--- config.mk ---
export PLATFORM = sky130hd
export DESIGN_NAME = rxn_timer
export DESIGN_NICKNAME = d
export VERILOG_FILES = /design/src/rtl/rxn_pkg.sv /design/src/rtl/rxn_tick_gen.sv /design/src/rtl/rxn_bcd_chain.sv /design/src/rtl/rxn_ctrl.sv /design/src/rtl/rxn_timer.sv
export SDC_FILE = /design/constraint.sdc
export NUM_CORES = 1
export LEC_CHECK = 0
export ABC_AREA = 1
export ABC_CLOCK_PERIOD_IN_PS = 2700
export BUFFER_PORTS_ARGS = -buffer_cell sky130_fd_sc_hd__buf_2
export CAP_MARGIN = 20
export CORE_MARGIN = 3
export CORE_UTILIZATION = 45
export CTS_BUF_LIST = sky130_fd_sc_hd__clkbuf_4
export CTS_CLUSTER_DIAMETER = 50
export DETAILED_ROUTE_END_ITERATION = 6
export PLACE_DENSITY_LB_ADDON = 0.05
export SLEW_MARGIN = 10
export SYNTH_ARGS = -nofsm -noshare
export SYNTH_HDL_FRONTEND = slang
export SYNTH_HIERARCHICAL = 1
export SYNTH_SLANG_ARGS = --single-unit
--- constraint.sdc ---
create_clock -name clk_i -period 2.7 [get_ports clk_i]
set_clock_uncertainty 0.05 [all_clocks]
set_input_delay 0.135 -clock clk_i [delete_from_list [all_inputs] [get_ports clk_i]]
set_output_delay 0.135 -clock clk_i [all_outputs]
set_load 0.02 [all_outputs]
--- src/rtl/rxn_pkg.sv ---
package rxn_pkg;
  typedef enum logic [1:0] {
    ST_IDLE   = 2'd0,
    ST_RUN    = 2'd1,
    ST_FROZEN = 2'd2
  } rxn_state_e;

  localparam int unsigned BCD_W = 4;
endpackage

--- src/rtl/rxn_tick_gen.sv ---
module rxn_tick_gen #(
  parameter int unsigned TICK_DIV = 50000
) (
  input  logic clk_i,
  input  logic rst_ni,
  input  logic run_i,
  output logic tick_o
);
  localparam int unsigned CW = (TICK_DIV > 1) ? $clog2(TICK_DIV) : 1;
  localparam logic [CW-1:0] LAST = CW'(TICK_DIV - 1);

  logic [CW-1:0] cnt_q;

  assign tick_o = run_i && (cnt_q == LAST);

  always_ff @(posedge clk_i or negedge rst_ni) begin
    if (!rst_ni) begin
      cnt_q <= '0;
    end else if (!run_i || tick_o) begin
      cnt_q <= '0;
    end else begin
      cnt_q <= cnt_q + 1'b1;
    end
  end

  // the divider stays at zero outside the running state
  a_r3_idle_zero: assert property (@(posedge clk_i) disable iff (!rst_ni)
    !run_i |=> (cnt_q == '0));

  generate
    if (TICK_DIV > 1) begin : g_gap
      a_r3_tick_gap: assert property (@(posedge clk_i) disable iff (!rst_ni)
        tick_o |=> !tick_o);
    end
  endgenerate
endmodule

--- src/rtl/rxn_bcd_chain.sv ---
module rxn_bcd_chain #(
  parameter int unsigned N_DIGITS = 4
) (
  input  logic                  clk_i,
  input  logic                  rst_ni,
  input  logic                  clr_i,
  input  logic                  inc_i,
  output logic [4*N_DIGITS-1:0] digits_o
);
  import rxn_pkg::*;

  localparam int unsigned DW = BCD_W * N_DIGITS;
  localparam logic [DW-1:0] ALL_NINES = {N_DIGITS{4'h9}};

  logic [N_DIGITS:0] carry;
  logic              sat;

  assign sat      = (digits_o == ALL_NINES);
  assign carry[0] = inc_i && !sat;

  generate
    for (genvar i = 0; i < N_DIGITS; i++) begin : g_dig
      logic [BCD_W-1:0] d_q;

      assign carry[i+1]            = carry[i] && (d_q == 4'd9);
      assign digits_o[i*BCD_W +: BCD_W] = d_q;

      always_ff @(posedge clk_i or negedge rst_ni) begin
        if (!rst_ni) begin
          d_q <= '0;
        end else if (clr_i) begin
          d_q <= '0;
        end else if (carry[i]) begin
          d_q <= (d_q == 4'd9) ? 4'd0 : d_q + 4'd1;
        end
      end

      a_r10_digit_legal: assert property (@(posedge clk_i) disable iff (!rst_ni)
        d_q <= 4'd9);
    end
  endgenerate

  a_r9_saturate: assert property (@(posedge clk_i) disable iff (!rst_ni)
    sat && !clr_i |=> (digits_o == ALL_NINES));

  a_r3_hold_no_tick: assert property (@(posedge clk_i) disable iff (!rst_ni)
    !inc_i && !clr_i |=> $stable(digits_o));

  a_r8_clear_zero: assert property (@(posedge clk_i) disable iff (!rst_ni)
    clr_i |=> (digits_o == '0));
endmodule

--- src/rtl/rxn_ctrl.sv ---
module rxn_ctrl #(
  parameter int unsigned SYNC_STAGES = 2
) (
  input  logic clk_i,
  input  logic rst_ni,
  input  logic clear_i,
  input  logic trig_i,
  input  logic stop_i,
  output logic run_o
);
  import rxn_pkg::*;

  rxn_state_e             state_q, state_d;
  logic [SYNC_STAGES-1:0] sync_q;
  logic                   stop_prev_q;
  logic                   stop_rise;

  always_ff @(posedge clk_i or negedge rst_ni) begin
    if (!rst_ni) begin
      sync_q      <= '0;
      stop_prev_q <= 1'b0;
    end else begin
      sync_q      <= {sync_q[SYNC_STAGES-2:0], stop_i};
      stop_prev_q <= sync_q[SYNC_STAGES-1];
    end
  end

  assign stop_rise = sync_q[SYNC_STAGES-1] && !stop_prev_q;

  always_comb begin
    state_d = state_q;
    if (clear_i) begin
      state_d = ST_IDLE;
    end else begin
      unique case (state_q)
        ST_IDLE:   if (trig_i)    state_d = ST_RUN;
        ST_RUN:    if (stop_rise) state_d = ST_FROZEN;
        ST_FROZEN: state_d = ST_FROZEN;
        default:   state_d = ST_IDLE;
      endcase
    end
  end

  always_ff @(posedge clk_i or negedge rst_ni) begin
    if (!rst_ni) state_q <= ST_IDLE;
    else         state_q <= state_d;
  end

  assign run_o = (state_q == ST_RUN);

  a_r2_start: assert property (@(posedge clk_i) disable iff (!rst_ni)
    (state_q == ST_IDLE) && trig_i && !clear_i |=> (state_q == ST_RUN));

  a_r6_idle_stays: assert property (@(posedge clk_i) disable iff (!rst_ni)
    (state_q == ST_IDLE) && !trig_i && !clear_i |=> (state_q == ST_IDLE));

  a_r5_freeze: assert property (@(posedge clk_i) disable iff (!rst_ni)
    (state_q == ST_RUN) && stop_rise && !clear_i |=> (state_q == ST_FROZEN));

  a_r7_frozen_hold: assert property (@(posedge clk_i) disable iff (!rst_ni)
    (state_q == ST_FROZEN) && !clear_i |=> (state_q == ST_FROZEN));

  a_r8_clear_idle: assert property (@(posedge clk_i) disable iff (!rst_ni)
    clear_i |=> (state_q == ST_IDLE));
endmodule

--- src/rtl/rxn_timer.sv ---
module rxn_timer #(
  parameter int unsigned TICK_DIV    = 50000,
  parameter int unsigned N_DIGITS    = 4,
  parameter int unsigned SYNC_STAGES = 2
) (
  input  logic                  clk_i,
  input  logic                  rst_ni,
  input  logic                  clear_i,
  input  logic                  trig_i,
  input  logic                  stop_i,
  output logic                  lamp_o,
  output logic [4*N_DIGITS-1:0] digits_o
);
  logic run;
  logic tick;

  rxn_ctrl #(.SYNC_STAGES(SYNC_STAGES)) u_ctrl (
    .clk_i   (clk_i),
    .rst_ni  (rst_ni),
    .clear_i (clear_i),
    .trig_i  (trig_i),
    .stop_i  (stop_i),
    .run_o   (run)
  );

  rxn_tick_gen #(.TICK_DIV(TICK_DIV)) u_tick (
    .clk_i  (clk_i),
    .rst_ni (rst_ni),
    .run_i  (run),
    .tick_o (tick)
  );

  rxn_bcd_chain #(.N_DIGITS(N_DIGITS)) u_cnt (
    .clk_i    (clk_i),
    .rst_ni   (rst_ni),
    .clr_i    (clear_i),
    .inc_i    (tick),
    .digits_o (digits_o)
  );

  assign lamp_o = run;

  a_r5_lamp_off_holds: assert property (@(posedge clk_i) disable iff (!rst_ni)
    !lamp_o && !clear_i |=> $stable(digits_o));
endmodule

==> run_results.csv <==
group,metric,value,unit
status,status,"finished clean",
critical_path,crit_path_start_kind,"flop",
place,hpwl,3160,um
synthesis,synth_ff_type,"dfrtp_1",
clock_tree,clk_latency,0.33,ns
clock_tree,cts_tree,"yes",
timing,timing.final.max_slew_violations,0,
global_routing,antenna_found_initial,0,
min_path,min_path_cells,5,
synthesis,ys_warn_count,6,
min_path,min_from,"trig_i",
critical_path,r2r_cells,9,
timing,rsz0062_at_grt,"no",
clock_tree,clock-sinks,37,
clock_tree,cts_max_path_buffers,2,
global_routing,grt_start_max_net_pins,38,
routing,via_per_inst,4.81,
layout,drive_gt1_share,16.0,%
timing,finalHoldViolCount,0,
critical_path,end_kind,"flop",
floorplanning,die_h,76.1,um
global_routing,grt_pass1_vias,1794,
synthesis,synth.distinct_cells,30,
synthesis,synthArstFlopShare,100,%
routing,dr.pass1.iters,4,
layout,final_net_count,328,
power,powerDensity,492,nW/um^2
synthesis,synth_seq_cells,37,
power,vdd_ir_drop_max,0.218,mV
critical_path,path_common_cell,"nand2_1",
floorplanning,pin_count,22,
critical_path,crit_family,"simple AND/OR/NAND/NOR gates",
floorplanning,placementRows,24,
synthesis,ys_seq_area_share,41.8,%
global_routing,grt_pass1_wl,7980,um
floorplanning,die-area,5800,um^2
critical_path,cp_cell_sequence,"ha_1 -> nand3_2 -> nor3_2 -> nand2_1 -> nor2_1 -> nand4_2 -> nand2_2 -> nand2_1 -> o21ai_0",
critical_path,worstSetupPathType,"flop to flop",
critical_path,cpMaxStageDelayCell,"nor2_1",
routing,post-route-drc-count,0,
timing,fmax,462,MHz
routing,detail_route.iter0.violations,61,
floorplanning,start_util,48.8,%
critical_path,arrival,2.36,ns
power,p_leak,1.19,nW
critical_path,r2r_slack,0.53,ns
clock_tree,path_clk_slew,0.11,ns
routing,drtAntennaViolNets,0,
layout,diodes,0,
critical_path,worst-path-buf-inv,0,
clock_tree,h-tree-depth,2,
clock_tree,ctsResizeCount,0,
synthesis,synth.net_count,302,
critical_path,r2r_end,"u_cnt/g_dig[3].d_q[1]",
min_path,min_path_type,"primary input to flop",
place,io_buffers,21,
floorplanning,coreArea,4530,um^2
job,maxCapViolations,0,
synthesis,synth_edf_count,0,
timing,fin_crit_sh,80.2,%
synthesis,syn_avg_cell_area,7.71,um^2
routing,drt-wirelength-per-cell,11.4,um
clock_tree,root_buffer,"clkbuf_4",
global_routing,grt-ovfl-total,0,
synthesis,synth_area,2210,um^2
clock_tree,numCtsBuffers,5,
timing,tns,0,ns
min_path,min_to,"u_ctrl/state_q[1]",
synthesis,syn_inst,287,
timing,period_needed,2.17,ns
layout,area_growth,10.1,%
timing,tightest_slew,0.808,ns
timing,slew_headroom,46.1,%
floorplanning,die_x,76.1,um
routing,wirelength,4320,um
place,gp_congestion,0.747,
critical_path,critPathMaxStageDelay,0.45,ns
timing,setup_viol,0,
routing,vias,1817,
critical_path,r2r_start,"u_tick/cnt_q[0]",
critical_path,required,2.90,ns
timing,whs,0.109,ns
global_routing,globalRouteTotalUtil,16.4,%
critical_path,cp_max_fo,6,
clock_tree,post_cts_buffers,0,
[worst max path at each step]
stage,from,to,slack (ns),depth (start not counted)
4_1_cts,u_tick/cnt_q[0],u_cnt/g_dig[3].d_q[1],0.55,9
6_report,u_tick/cnt_q[0],u_cnt/g_dig[3].d_q[1],0.53,9
3_5_place_dp,u_tick/cnt_q[0],u_cnt/g_dig[3].d_q[2],0.59,8
5_1_grt,u_tick/cnt_q[0],u_cnt/g_dig[3].d_q[2],0.37,9
2_1_floorplan,u_tick/cnt_q[0],u_cnt/g_dig[3].d_q[1],0.81,8
3_3_place_gp,u_tick/cnt_q[0],u_cnt/g_dig[2].d_q[2],0.66,8
[state kept, by name (all words and copies together), names as in the netlist]
register            count
u_ctrl/state_q          2
u_ctrl/stop_prev_q      1
u_ctrl/sync_q           2
u_tick/cnt_q           16
u_cnt/g_dig.d_q        16
[worst register-to-register path: stages, from the launching register on]
cell,delay [ns]
dfrtp_1,0.42
ha_1,0.23
nand3_2,0.15
nor3_2,0.13
nand2_1,0.12
nor2_1,0.45
nand4_2,0.24
nand2_2,0.16
nand2_1,0.07
o21ai_0,0.07
[cell type report]
| cell class | count | area (um^2) |
|---|---|---|
| well taps | 65 | 81.3 |
| multi-input cells | 212 | 1130 |
| inverters | 34 | 128 |
| repair buffers | 23 | 125 |
| flip-flops and latches | 37 | 926 |
| clock inverters | 1 | 3.75 |
| fillers | 461 | 2100 |
| clock buffers | 6 | 45.0 |
[kinds of logic (layout without fill, tap and decap cells)]
| family | after synthesis | after routing | synth area share (%) |
|---|---|---|---|
| and+or+nand+nor | 179 | 179 | 37.1 |
| adders and majority gates | 10 | 10 | 5.65 |
| DFF | 37 | 37 | 41.8 |
| AOI/OAI and AO/OA | 10 | 10 | 3.00 |
| xor gates and xnor gates | 13 | 13 | 5.14 |
| buffers and inverters | 38 | 64 | 7.24 |
[synthesized netlist by cell type (2+ instances only)]
master / instances / area [um^2]
nand4_1: 6 / 37.5
nor3_1: 5 / 25.0
inv_1: 32 / 120
nand3_1: 27 / 135
nand2_2: 6 / 37.5
dfrtp_1: 37 / 926
inv_2: 2 / 7.51
xnor2_1: 4 / 35.0
ha_1: 10 / 125
o21ai_0: 4 / 20.0
nand2_1: 75 / 282
nor2_1: 46 / 173
xor2_1: 9 / 78.8
buf_2: 2 / 10.0
nand2_4: 3 / 33.8
nor2_2: 5 / 31.3
[cells in the final DEF, fill, tap and decap left out]
| master | instances |
|---|---|
| ha_1 | 10 |
| nand3_4 | 1 |
| o21ai_1 | 1 |
| o21bai_1 | 1 |
| clkinv_1 | 1 |
| buf_2 | 21 |
| o21ai_2 | 1 |
| nand2_1 | 75 |
| nand3_1 | 27 |
| clkbuf_4 | 6 |
| xor2_1 | 9 |
| a211oi_1 | 1 |
| nor3_1 | 5 |
| o21ai_0 | 4 |
| inv_1 | 32 |
| nor4_1 | 1 |
| nor2_1 | 46 |
| a21oi_1 | 1 |
| inv_2 | 2 |
| dlygate4sd3_1 | 2 |
| nand4_2 | 1 |
| nand4_1 | 6 |
| dfrtp_1 | 37 |
| nor3_2 | 1 |
| o211ai_2 | 1 |
| nand2_2 | 6 |
| nand2_4 | 3 |
| xnor2_1 | 4 |
| nor2_4 | 1 |
| nor2_2 | 5 |
| nand3_2 | 1 |
[layer usage]
| metal | GRT usage, % | share of wire [%] |
|---|---|---|
| met5 | 0 | 0 |
| met4 | 4.35 | 1.1 |
| met3 | 3.55 | 2.8 |
| met2 | 28.3 | 48 |
| met1 | 21.0 | 49 |
[timing repair]
item | 4_1_cts | 5_1_grt
setup endpoints to repair | 0 | 0
hold buffers | 2 | 0
endpoints found under the hold margin | 38 | 0
[stage by stage]
stage	power (mW)	util [%]	std cells	setup WS, ns	instance area (um^2)
after floorplan	0.868	-	287	0.811	2210
final	1.20	53.7	378	0.534	2440
after global routing	1.29	53.7	378	0.367	2440
after CTS	1.22	53.7	378	0.548	2440
after global placement	0.927	52.2	369	0.663	2370
after detailed placement	0.934	52.2	369	0.593	2370
[power breakdown]
part / internal, mW / switching, mW
sequential: 0.595 / 0.0476
clock: 0.105 / 0.175
combinational: 0.0924 / 0.184
total: 0.792 / 0.407
(Power assumes the default switching activity.)
